$ cat config.mk
export PLATFORM = sky130hd
export DESIGN_NAME = fsync_gen
export DESIGN_NICKNAME = d
export VERILOG_FILES = /design/src/rtl/fsync_pkg.sv /design/src/rtl/fsync_shadow.sv /design/src/rtl/fsync_counter.sv /design/src/rtl/fsync_decode.sv /design/src/rtl/fsync_gen.sv
export SDC_FILE = /design/constraint.sdc
export NUM_CORES = 1
export LEC_CHECK = 0
export CORE_MARGIN = 2
export CORE_UTILIZATION = 55
export CTS_CLUSTER_SIZE = 40
export DETAILED_ROUTE_END_ITERATION = 6
export HOLD_SLACK_MARGIN = 0.02
export PLACE_DENSITY = 0.78
export SLEW_MARGIN = 40
export SYNTH_ARGS = -nofsm -noshare
export SYNTH_HDL_FRONTEND = slang
export SYNTH_HIERARCHICAL = 1
export SYNTH_SLANG_ARGS = --single-unit
$ cat constraint.sdc
create_clock -name clk -period 9.3 [get_ports clk]
set_input_delay 2.79 -clock clk [delete_from_list [all_inputs] [get_ports clk]]
set_output_delay 2.79 -clock clk [all_outputs]
set_load 0.1 [all_outputs]
$ cat src/rtl/fsync_pkg.sv
package fsync_pkg;

    parameter int LEN_W    = 8;
    parameter int ACT_W    = 7;
    parameter int MIN_BITS = 8;

    localparam int N_W = LEN_W + 1;

    typedef logic [LEN_W-1:0] bitpos_t;
    typedef logic [N_W-1:0]   span_t;

    typedef struct packed {
        bitpos_t            frame_len;
        logic [ACT_W-1:0]   act_len;
        logic               chan_mode;
        logic               pol_high;
        logic               early;
    } fs_cfg_t;

    localparam fs_cfg_t CFG_RESET = '{
        frame_len: bitpos_t'(MIN_BITS - 1),
        act_len:   '0,
        chan_mode: 1'b0,
        pol_high:  1'b1,
        early:     1'b0
    };

    // Number of bit positions per frame, never below MIN_BITS.
    function automatic span_t frame_bits(bitpos_t len);
        bitpos_t floor_v;
        bitpos_t use_v;
        floor_v = bitpos_t'(MIN_BITS - 1);
        use_v   = (len < floor_v) ? floor_v : len;
        return span_t'(use_v) + span_t'(1);
    endfunction

    // Active FS width, limited so one inactive bit always remains.
    function automatic span_t active_width(fs_cfg_t c, span_t n);
        span_t raw;
        span_t lim;
        lim = n - span_t'(1);
        if (c.chan_mode)
            raw = n >> 1;
        else
            raw = span_t'(c.act_len) + span_t'(1);
        return (raw > lim) ? lim : raw;
    endfunction

endpackage

$ cat src/rtl/fsync_shadow.sv
module fsync_shadow
    import fsync_pkg::*;
(
    input  logic    clk,
    input  logic    rst,
    input  logic    blk_en,
    input  fs_cfg_t cfg_in,
    output fs_cfg_t cfg_q,
    output logic    run
);

    logic rise;
    assign rise = blk_en & ~run;

    always_ff @(posedge clk) begin
        if (rst) begin
            cfg_q <= CFG_RESET;
            run   <= 1'b0;
        end else begin
            run <= blk_en;
            if (rise)
                cfg_q <= cfg_in;
        end
    end

    // settings frozen throughout an enabled stretch
    a_r9_cfg_frozen: assert property (@(posedge clk) disable iff (rst)
        (blk_en && run) |=> $stable(cfg_q));

endmodule

$ cat src/rtl/fsync_counter.sv
module fsync_counter
    import fsync_pkg::*;
(
    input  logic    clk,
    input  logic    rst,
    input  logic    blk_en,
    input  logic    run,
    input  logic    tick,
    input  span_t   last,
    output bitpos_t cnt
);

    logic at_end;
    assign at_end = (span_t'(cnt) == last);

    always_ff @(posedge clk) begin
        if (rst || !blk_en)
            cnt <= '0;
        else if (run && tick)
            cnt <= at_end ? '0 : cnt + bitpos_t'(1);
    end

    // wrap after the final bit of the frame
    a_r1_wrap: assert property (@(posedge clk) disable iff (rst)
        (blk_en && run && tick && at_end) |=> (cnt == '0));

    // position holds between bit-clock ticks
    a_r1_hold: assert property (@(posedge clk) disable iff (rst)
        (blk_en && run && !tick) |=> $stable(cnt));

    // counter parked at zero while disabled
    a_r10_idle_zero: assert property (@(posedge clk) disable iff (rst)
        !blk_en |=> (cnt == '0));

endmodule

$ cat src/rtl/fsync_decode.sv
module fsync_decode
    import fsync_pkg::*;
(
    input  logic    clk,
    input  logic    rst,
    input  fs_cfg_t cfg,
    input  logic    run,
    input  logic    tick,
    input  bitpos_t cnt,
    output span_t   last,
    output logic    fs_o,
    output logic    sof_o,
    output logic    chan_right_o
);

    span_t n_bits;
    span_t width;
    span_t half;
    span_t pos_now;
    span_t pos_lead;
    logic  in_window;

    assign n_bits  = frame_bits(cfg.frame_len);
    assign last    = n_bits - span_t'(1);
    assign width   = active_width(cfg, n_bits);
    assign half    = n_bits >> 1;
    assign pos_now = span_t'(cnt);

    // With the lead enabled, the final bit maps onto window position 0.
    always_comb begin
        if (cfg.early)
            pos_lead = (pos_now == last) ? '0 : pos_now + span_t'(1);
        else
            pos_lead = pos_now;
    end

    assign in_window    = run && (pos_lead < width);
    assign fs_o         = in_window ? cfg.pol_high : ~cfg.pol_high;
    assign sof_o        = run && tick && (cnt == '0);
    assign chan_right_o = run && cfg.chan_mode && (pos_now >= half);

    // final bit of the frame is never active without lead
    a_r4_last_bit_idle: assert property (@(posedge clk) disable iff (rst)
        (run && !cfg.early && pos_now == last) |-> (fs_o == ~cfg.pol_high));

    // right half-frame never shows the active level without lead
    a_r7_right_idle: assert property (@(posedge clk) disable iff (rst)
        (chan_right_o && !cfg.early) |-> (fs_o == ~cfg.pol_high));

endmodule

$ cat src/rtl/fsync_gen.sv
module fsync_gen
    import fsync_pkg::*;
(
    input  logic             clk,
    input  logic             rst,
    input  logic             sck_tick,
    input  logic             blk_en,
    input  logic [LEN_W-1:0] cfg_frame_len,
    input  logic [ACT_W-1:0] cfg_act_len,
    input  logic             cfg_chan_mode,
    input  logic             cfg_pol_high,
    input  logic             cfg_offset,
    output logic             fs,
    output logic [LEN_W-1:0] bit_idx,
    output logic             sof,
    output logic             chan_right
);

    fs_cfg_t cfg_in;
    fs_cfg_t cfg_q;
    logic    run;
    bitpos_t cnt;
    span_t   last;

    assign cfg_in = '{
        frame_len: cfg_frame_len,
        act_len:   cfg_act_len,
        chan_mode: cfg_chan_mode,
        pol_high:  cfg_pol_high,
        early:     cfg_offset
    };

    fsync_shadow u_shadow (
        .clk    (clk),
        .rst    (rst),
        .blk_en (blk_en),
        .cfg_in (cfg_in),
        .cfg_q  (cfg_q),
        .run    (run)
    );

    fsync_counter u_counter (
        .clk    (clk),
        .rst    (rst),
        .blk_en (blk_en),
        .run    (run),
        .tick   (sck_tick),
        .last   (last),
        .cnt    (cnt)
    );

    fsync_decode u_decode (
        .clk          (clk),
        .rst          (rst),
        .cfg          (cfg_q),
        .run          (run),
        .tick         (sck_tick),
        .cnt          (cnt),
        .last         (last),
        .fs_o         (fs),
        .sof_o        (sof),
        .chan_right_o (chan_right)
    );

    assign bit_idx = cnt;

endmodule

==> results of run 1 <==
kinds of logic after synthesis:
family	count (synthesis)	share of synthesized area, %
AND/OR/NAND/NOR	149	28.1
AO/OA/AOI/OAI	77	18.4
buffers and inverters	40	6.06
XOR/XNOR	38	12.4
adder cells (fa/ha/maj)	29	11.9
flip-flops	27	17.9
multiplexers	15	5.06
other	1	0.124
area by class of cell:
cell class	count	area, um^2	area share, %
Clock buffer	3	41.3	1.22
Clock inverter	1	5.00	0.148
Multi-Input combinational cell	309	2310	68.3
Sequential cell	27	541	16.0
Timing Repair Buffer	38	320	9.48
Inverter	20	76.3	2.26
Tap cell	70	87.6	2.59
flip-flops by register name (all words and copies together), names as in the netlist:
| register | flops |
|---|---|
| u_shadow/run | 1 |
| u_counter/cnt | 8 |
| u_shadow/cfg_q | 18 |
cell usage after synthesis, types with 2 or more instances:
master / number / area (um^2)
mux2i_1: 13 / 130
nor2_1: 32 / 120
o21ai_1: 4 / 20.0
or3_1: 6 / 37.5
ha_1: 27 / 338
nand4bb_1: 14 / 158
o221ai_1: 2 / 17.5
a21oi_1: 8 / 40.0
nand2b_1: 17 / 106
o21ai_0: 19 / 95.1
o21a_1: 3 / 22.5
xor2_1: 16 / 140
o21ai_2: 10 / 87.6
nand4_1: 8 / 50.1
nor3_1: 7 / 35.0
maj3_1: 2 / 20.0
xnor3_1: 2 / 45.0
nor4_1: 4 / 25.0
o211ai_1: 4 / 30.0
nor2b_1: 2 / 12.5
buf_2: 6 / 30.0
a31oi_1: 4 / 25.0
and4_1: 3 / 26.3
xnor2_1: 18 / 158
dfxtp_1: 27 / 541
clkbuf_1: 12 / 45.0
o22ai_1: 2 / 12.5
mux2_2: 2 / 22.5
a21o_1: 8 / 60.1
or2_2: 2 / 12.5
and2_1: 2 / 12.5
inv_1: 19 / 71.3
and3_1: 4 / 25.0
nand2_1: 29 / 109
nand3_1: 13 / 65.1
layer usage:
| metal | share of wire [%] | wire length, um |
|---|---|---|
| met1 | 48 | 3600 |
| met2 | 47 | 3520 |
| met3 | 4.1 | 309 |
| met4 | 1.1 | 85 |
| met5 | 0 | 0 |
worst register-to-register path, delay by kind of cell, from the launching register on:
family          cells  cell delay [ps]
compound gates      1              340
fa+ha+maj           1              310
simple gates        8             2140
buf+inv             2              310
xor+xnor            2              470
flops               1              440
per-stage QoR:
step | hold slack, ps | power, W | cells | worst slack [ps]
6_report | 524 | 0.000349 | 468 | 378
5_1_grt | 553 | 0.000369 | 468 | -17.8
4_1_cts | 524 | 0.000341 | 465 | 113
3_5_place_dp | 511 | 0.000274 | 461 | 472
3_3_place_gp | 501 | 0.000271 | 461 | 745
2_1_floorplan | 441 | 0.000237 | 376 | 385
cell usage in the layout, fill, tap and decap left out, types with 6 or more instances in the layout:
cell type and instances:
nand2_1 29, nand4_1 8, nand4bb_1 14, buf_4 6, xnor2_1 17, dfxtp_1 27
clkdlybuf4s50_1 20, buf_2 11, mux2i_1 13, inv_1 19, a21oi_1 8, or3_1 6
nor2_1 32, ha_1 26, o21ai_0 19, nand3_1 13, o21ai_2 10, nor3_1 7
xor2_1 16, nand2b_1 17, a21o_1 8
timing repair:
action | CTS | global route
endpoints found under the setup margin | 0 | 1
setup buffers | 0 | 3
resized for setup | 0 | 3
where the power goes:
group          switching (W)  internal [W]
sequential         0.0000102      0.000121
combinational      0.0000805     0.0000695
clock              0.0000384     0.0000301
total               0.000129      0.000220
worst max path at each step:
stage,end,from,cells after the start
2_1_floorplan,fs,u_shadow/cfg_q[13],22
3_3_place_gp,fs,u_shadow/cfg_q[15],26
3_5_place_dp,fs,u_shadow/cfg_q[15],26
4_1_cts,fs,u_shadow/cfg_q[15],26
5_1_grt,fs,u_shadow/cfg_q[15],27
6_report,fs,u_shadow/cfg_q[15],24
==> out/metrics.cfg, run 1 <==
[setup_path]
start_kind=flop
cp_top_family=simple AND/OR/NAND/NOR gates
arrival_ps=6130
crit_type=reg2out
critPathMaxStageDelay_ps=560
end_kind=primary output
reg2reg_slack_ps=5180
worst-path-buf-inv=3
r2r_end=u_counter/cnt[3]
r2r_cells=14
path_cells=or4_4 > nor2_1 > nor2_1 > inv_1 > ha_2 > nand3_2 > xnor2_2 > o21ai_0 > ha_1 > o21ai_0 > a21oi_1 > o21a_1 > o21a_1 > o221ai_1 > a211oi_4 > buf_4 > o21ai_0 > ha_1 > nand4_1 > or3_1 > or2_2 > o221a_2 > o211ai_1 > buf_12
timing.rr.start=u_shadow/cfg_q[15]
critPathSlowestCell=or4_4
worst_ep_required_time_ps=6510
crit_fanout=12
crit_top_cell=o21ai_0

[worst_hold_path]
hp-class=reg2reg
holdPathStages=2
worstHoldStart=u_shadow/cfg_q[4]
min_to=u_shadow/cfg_q[4]

[final_layout]
utilization_pct=64.9
fin_area_um2=3380
antennaDiodeCount=0
fillers=455
syn_to_final_growth_pct=12.1
fin_nets=448
layout-drive-gt1-share_pct=12.6

[clocking]
cts_buffer_depth=2
cts_hold_buf=0
cts-root-buf=clkbuf_8
clk_pin_slew_ps=100
cts_tree=done
cts_made_buffers=3
clk_latency_ps=280
cts_sinks=27
htreeDepth=1

[floorplanning]
core_um2=5200
die_h_um=78.0
die_area_um2=6090
start_util_pct=57.9
chipWidth_um=78.0
rows=26
io_pins=33

[synthesis]
synth-seq-cells=27
netlist_instances=376
synth-seq-area-share_pct=17.9
synth-main-ff-cell=dfxtp_1
yosys_warnings=6
synth_edf_count=0
avgSynthCellArea_um2=8.02
synth_area_um2=3020
syn_nets=425
async_flop_share_pct=0
synth_cell_type_count=60

[sta]
finalHoldViolations=0
max_freq_ghz=0.112
tns_ps=0
setup_viol=0
slew_headroom_pct=59.3
fin_crit_sh_pct=95.9
slew_viol_final=0
max_slew.worst_pin.slew_ps=610
fin_skew_ps=6.21
min_period_ps=8920

[global_route]
grt_pass1_wl_um=12300
grtUsageMet1_pct=37.9
met2_usage_pct=38.0
antenna_found_initial=0
global_route.usage.met3_pct=2.30
grt_pass1_vias=2453
gr-total-overflow=0
grt_busiest_layer=met2
grtUsageTotal_pct=24.9
grt_max_degree=39

[place]
place.gp.congestion=0.974
port-buffer-count=32
dp_hpwl_um=5810
place_area_um2=3300

[job]
cap_violations=0

[detailed_routing]
drt_iter0_drc=182
routed_wl_um=7520
wl_per_cell_um=16.1
ant_nets=0
drc=0
drt_first_pass_iters=5
dr_total_vias=2787
via_per_inst=5.96

[pwr]
leakagePower_nw=1.36
power_density_nw_per_um2=103
ir_drop_v=0.0000764

[status]
outcome=finished clean

No activity file was read; power rests on OpenSTA's default activity.
==> run 2: changes to the inputs <==
- CAP_MARGIN: default -> 20
- CTS_CLUSTER_DIAMETER: default -> 100
- GPL_ROUTABILITY_DRIVEN: default -> 0
==> run 2 against run 1 <==
Combinational power is 3% lower. Sequential power barely moved. Global-route usage fell by 0.98 points. Routed wire length down 2.0%. Critical endpoint unchanged.
==> out/metrics.cfg, run 2 (synthesis results as in run 1) <==
[detailed_routing]
dr_total_vias=2770  ; was 2,787
wl_per_cell_um=15.8  ; was 16.1 um
ant_nets=0  ; unchanged
routed_wl_um=7370  ; was 7520 um
drt_iter0_drc=215  ; was 182
via_per_inst=5.94  ; was 5.96
drc=0  ; unchanged
drt_first_pass_iters=5  ; unchanged

[sta]
slew_headroom_pct=57.8  ; was 59.3%
max_freq_ghz=0.112  ; about the same
max_slew.worst_pin.slew_ps=632  ; was 610 ps
fin_crit_sh_pct=95.7  ; was 95.9%
finalHoldViolations=0  ; unchanged
setup_viol=0  ; unchanged
min_period_ps=8900  ; was 8920 ps
slew_viol_final=0  ; unchanged
tns_ps=0  ; unchanged
fin_skew_ps=2.83  ; was 6.21 ps

[pwr]
power_density_nw_per_um2=102  ; was 103 nW/um^2
ir_drop_v=0.000100  ; was 0.0000764 V
finalPower_w=0.000343  ; was 0.000349 W
leakagePower_nw=1.35  ; was 1.36 nW

[clocking]
cts-root-buf=clkbuf_8  ; unchanged
htreeDepth=1  ; unchanged
clk_pin_slew_ps=90  ; was 100 ps
clk_latency_ps=280  ; about the same
cts_buffer_depth=2  ; unchanged
cts_made_buffers=3  ; unchanged
cts_tree=done  ; unchanged
cts_hold_buf=0  ; unchanged
cts_sinks=27  ; unchanged

[job]
cap_violations=0  ; unchanged

[final_layout]
fin_nets=446  ; was 448
reg_top3=u_shadow/cfg_q (18), u_counter/cnt (8), u_shadow/run (1)  ; unchanged
top_register=u_shadow/cfg_q  ; unchanged
utilization_pct=65.0  ; was 64.9%
fin_area_um2=3380  ; about the same
antennaDiodeCount=0  ; unchanged
layout_commonest_cell=nor2_1  ; unchanged
largest_reg_flops=18  ; unchanged
syn_to_final_growth_pct=12.1  ; about the same
layout-drive-gt1-share_pct=12.4  ; was 12.6%
layout_common_cells=nor2_1, nand2_1, dfxtp_1  ; unchanged

[floorplanning]
chipWidth_um=78.0  ; unchanged
die_h_um=78.0  ; unchanged
start_util_pct=57.9  ; unchanged
io_pins=33  ; unchanged
die_area_um2=6090  ; unchanged
rows=26  ; unchanged
core_um2=5200  ; unchanged

[global_route]
grt_max_degree=39  ; unchanged
antenna_found_initial=0  ; unchanged
grtUsageTotal_pct=24.0  ; was 24.9%
grt_pass1_vias=2451  ; was 2,453
gr-total-overflow=0  ; unchanged
grt_pass1_wl_um=11800  ; was 12,300 um

[setup_path]
arrival_ps=6110  ; was 6130 ps
crit_type=reg2out  ; unchanged
crit_fanout=12  ; unchanged
end_kind=primary output  ; unchanged
worst_ep_required_time_ps=6510  ; about the same
start_kind=flop  ; unchanged

[status]
outcome=finished clean  ; unchanged

[worst_hold_path]
hp-class=reg2reg  ; unchanged

[place]
dp_hpwl_um=5550  ; was 5810 um
place_area_um2=3300  ; unchanged
port-buffer-count=32  ; unchanged

-- run 2: what timing repair did --
action	in CTS	in global routing
setup buffers	0	1
setup endpoints to repair	0	1
gates resized for setup	0	5
-- run 2: final cells by class --
cell class / instances / area, um^2
Timing Repair Buffer: 36 / 305
Clock buffer: 3 / 41.3
Fill cell: 486 / 1820
Multi-Input combinational cell: 309 / 2320
Tap cell: 70 / 87.6
Sequential cell: 27 / 541
Clock inverter: 1 / 5.00
Inverter: 20 / 76.3
-- run 2: worst paths after layout --
| kind | start | to | slack [ps] | cells past startpoint |
|---|---|---|---|---|
| hold / removal | u_shadow/cfg_q[4] | u_shadow/cfg_q[4] | 520 | 2 |
| setup reg to reg | u_shadow/cfg_q[15] | u_counter/cnt[2] | 5300 | 14 |
| setup / recovery | u_shadow/cfg_q[15] | fs | 400 | 26 |
| hold reg to reg | u_shadow/cfg_q[4] | u_shadow/cfg_q[4] | 520 | 2 |
-- run 2: worst max-delay path, cell delays in order, from the launching register on --
cell and delay [ps]:
dfxtp_1 440, or4_4 560, nor2_1 210, nor2_1 100
inv_1 200, ha_4 220, nand3_2 150, or3_1 410
and2_1 220, a21oi_1 240, ha_1 280, nand3_1 90
nor2_1 50, o211ai_1 70, mux2i_1 150, a211oi_4 450
mux2i_1 250, ha_1 270, a21o_1 160, a21o_1 170
a21oi_1 130, o21ai_0 120, a31oi_2 240, nand3_1 120
o221a_2 150, o211ai_1 150, buf_12 220
-- run 2: metal layers --
layer  routed length (um)  vias up  global-route usage, %
met4                   72        0                   5.26
met3                  368        6                   2.99
met1                 3580     1287                   35.2
li1                     -     1390                      -
met2                 3350       87                   37.6
met5                    0        -                      0
-- run 2: where the power goes --
part           internal (W)  switching (W)   total, W
clock             0.0000301      0.0000373  0.0000674
combinational     0.0000671      0.0000777   0.000145
sequential         0.000121      0.0000102   0.000131
-- run 2: metrics by stage --
stage | hold WS [ps] | setup WS [ps] | cells
global placement | 497 | 739 | 461
global route | 552 | -1.45 | 466
CTS | 520 | 286 | 465
finish | 522 | 403 | 466
detailed placement | 507 | 617 | 461
floorplan | 441 | 385 | 376
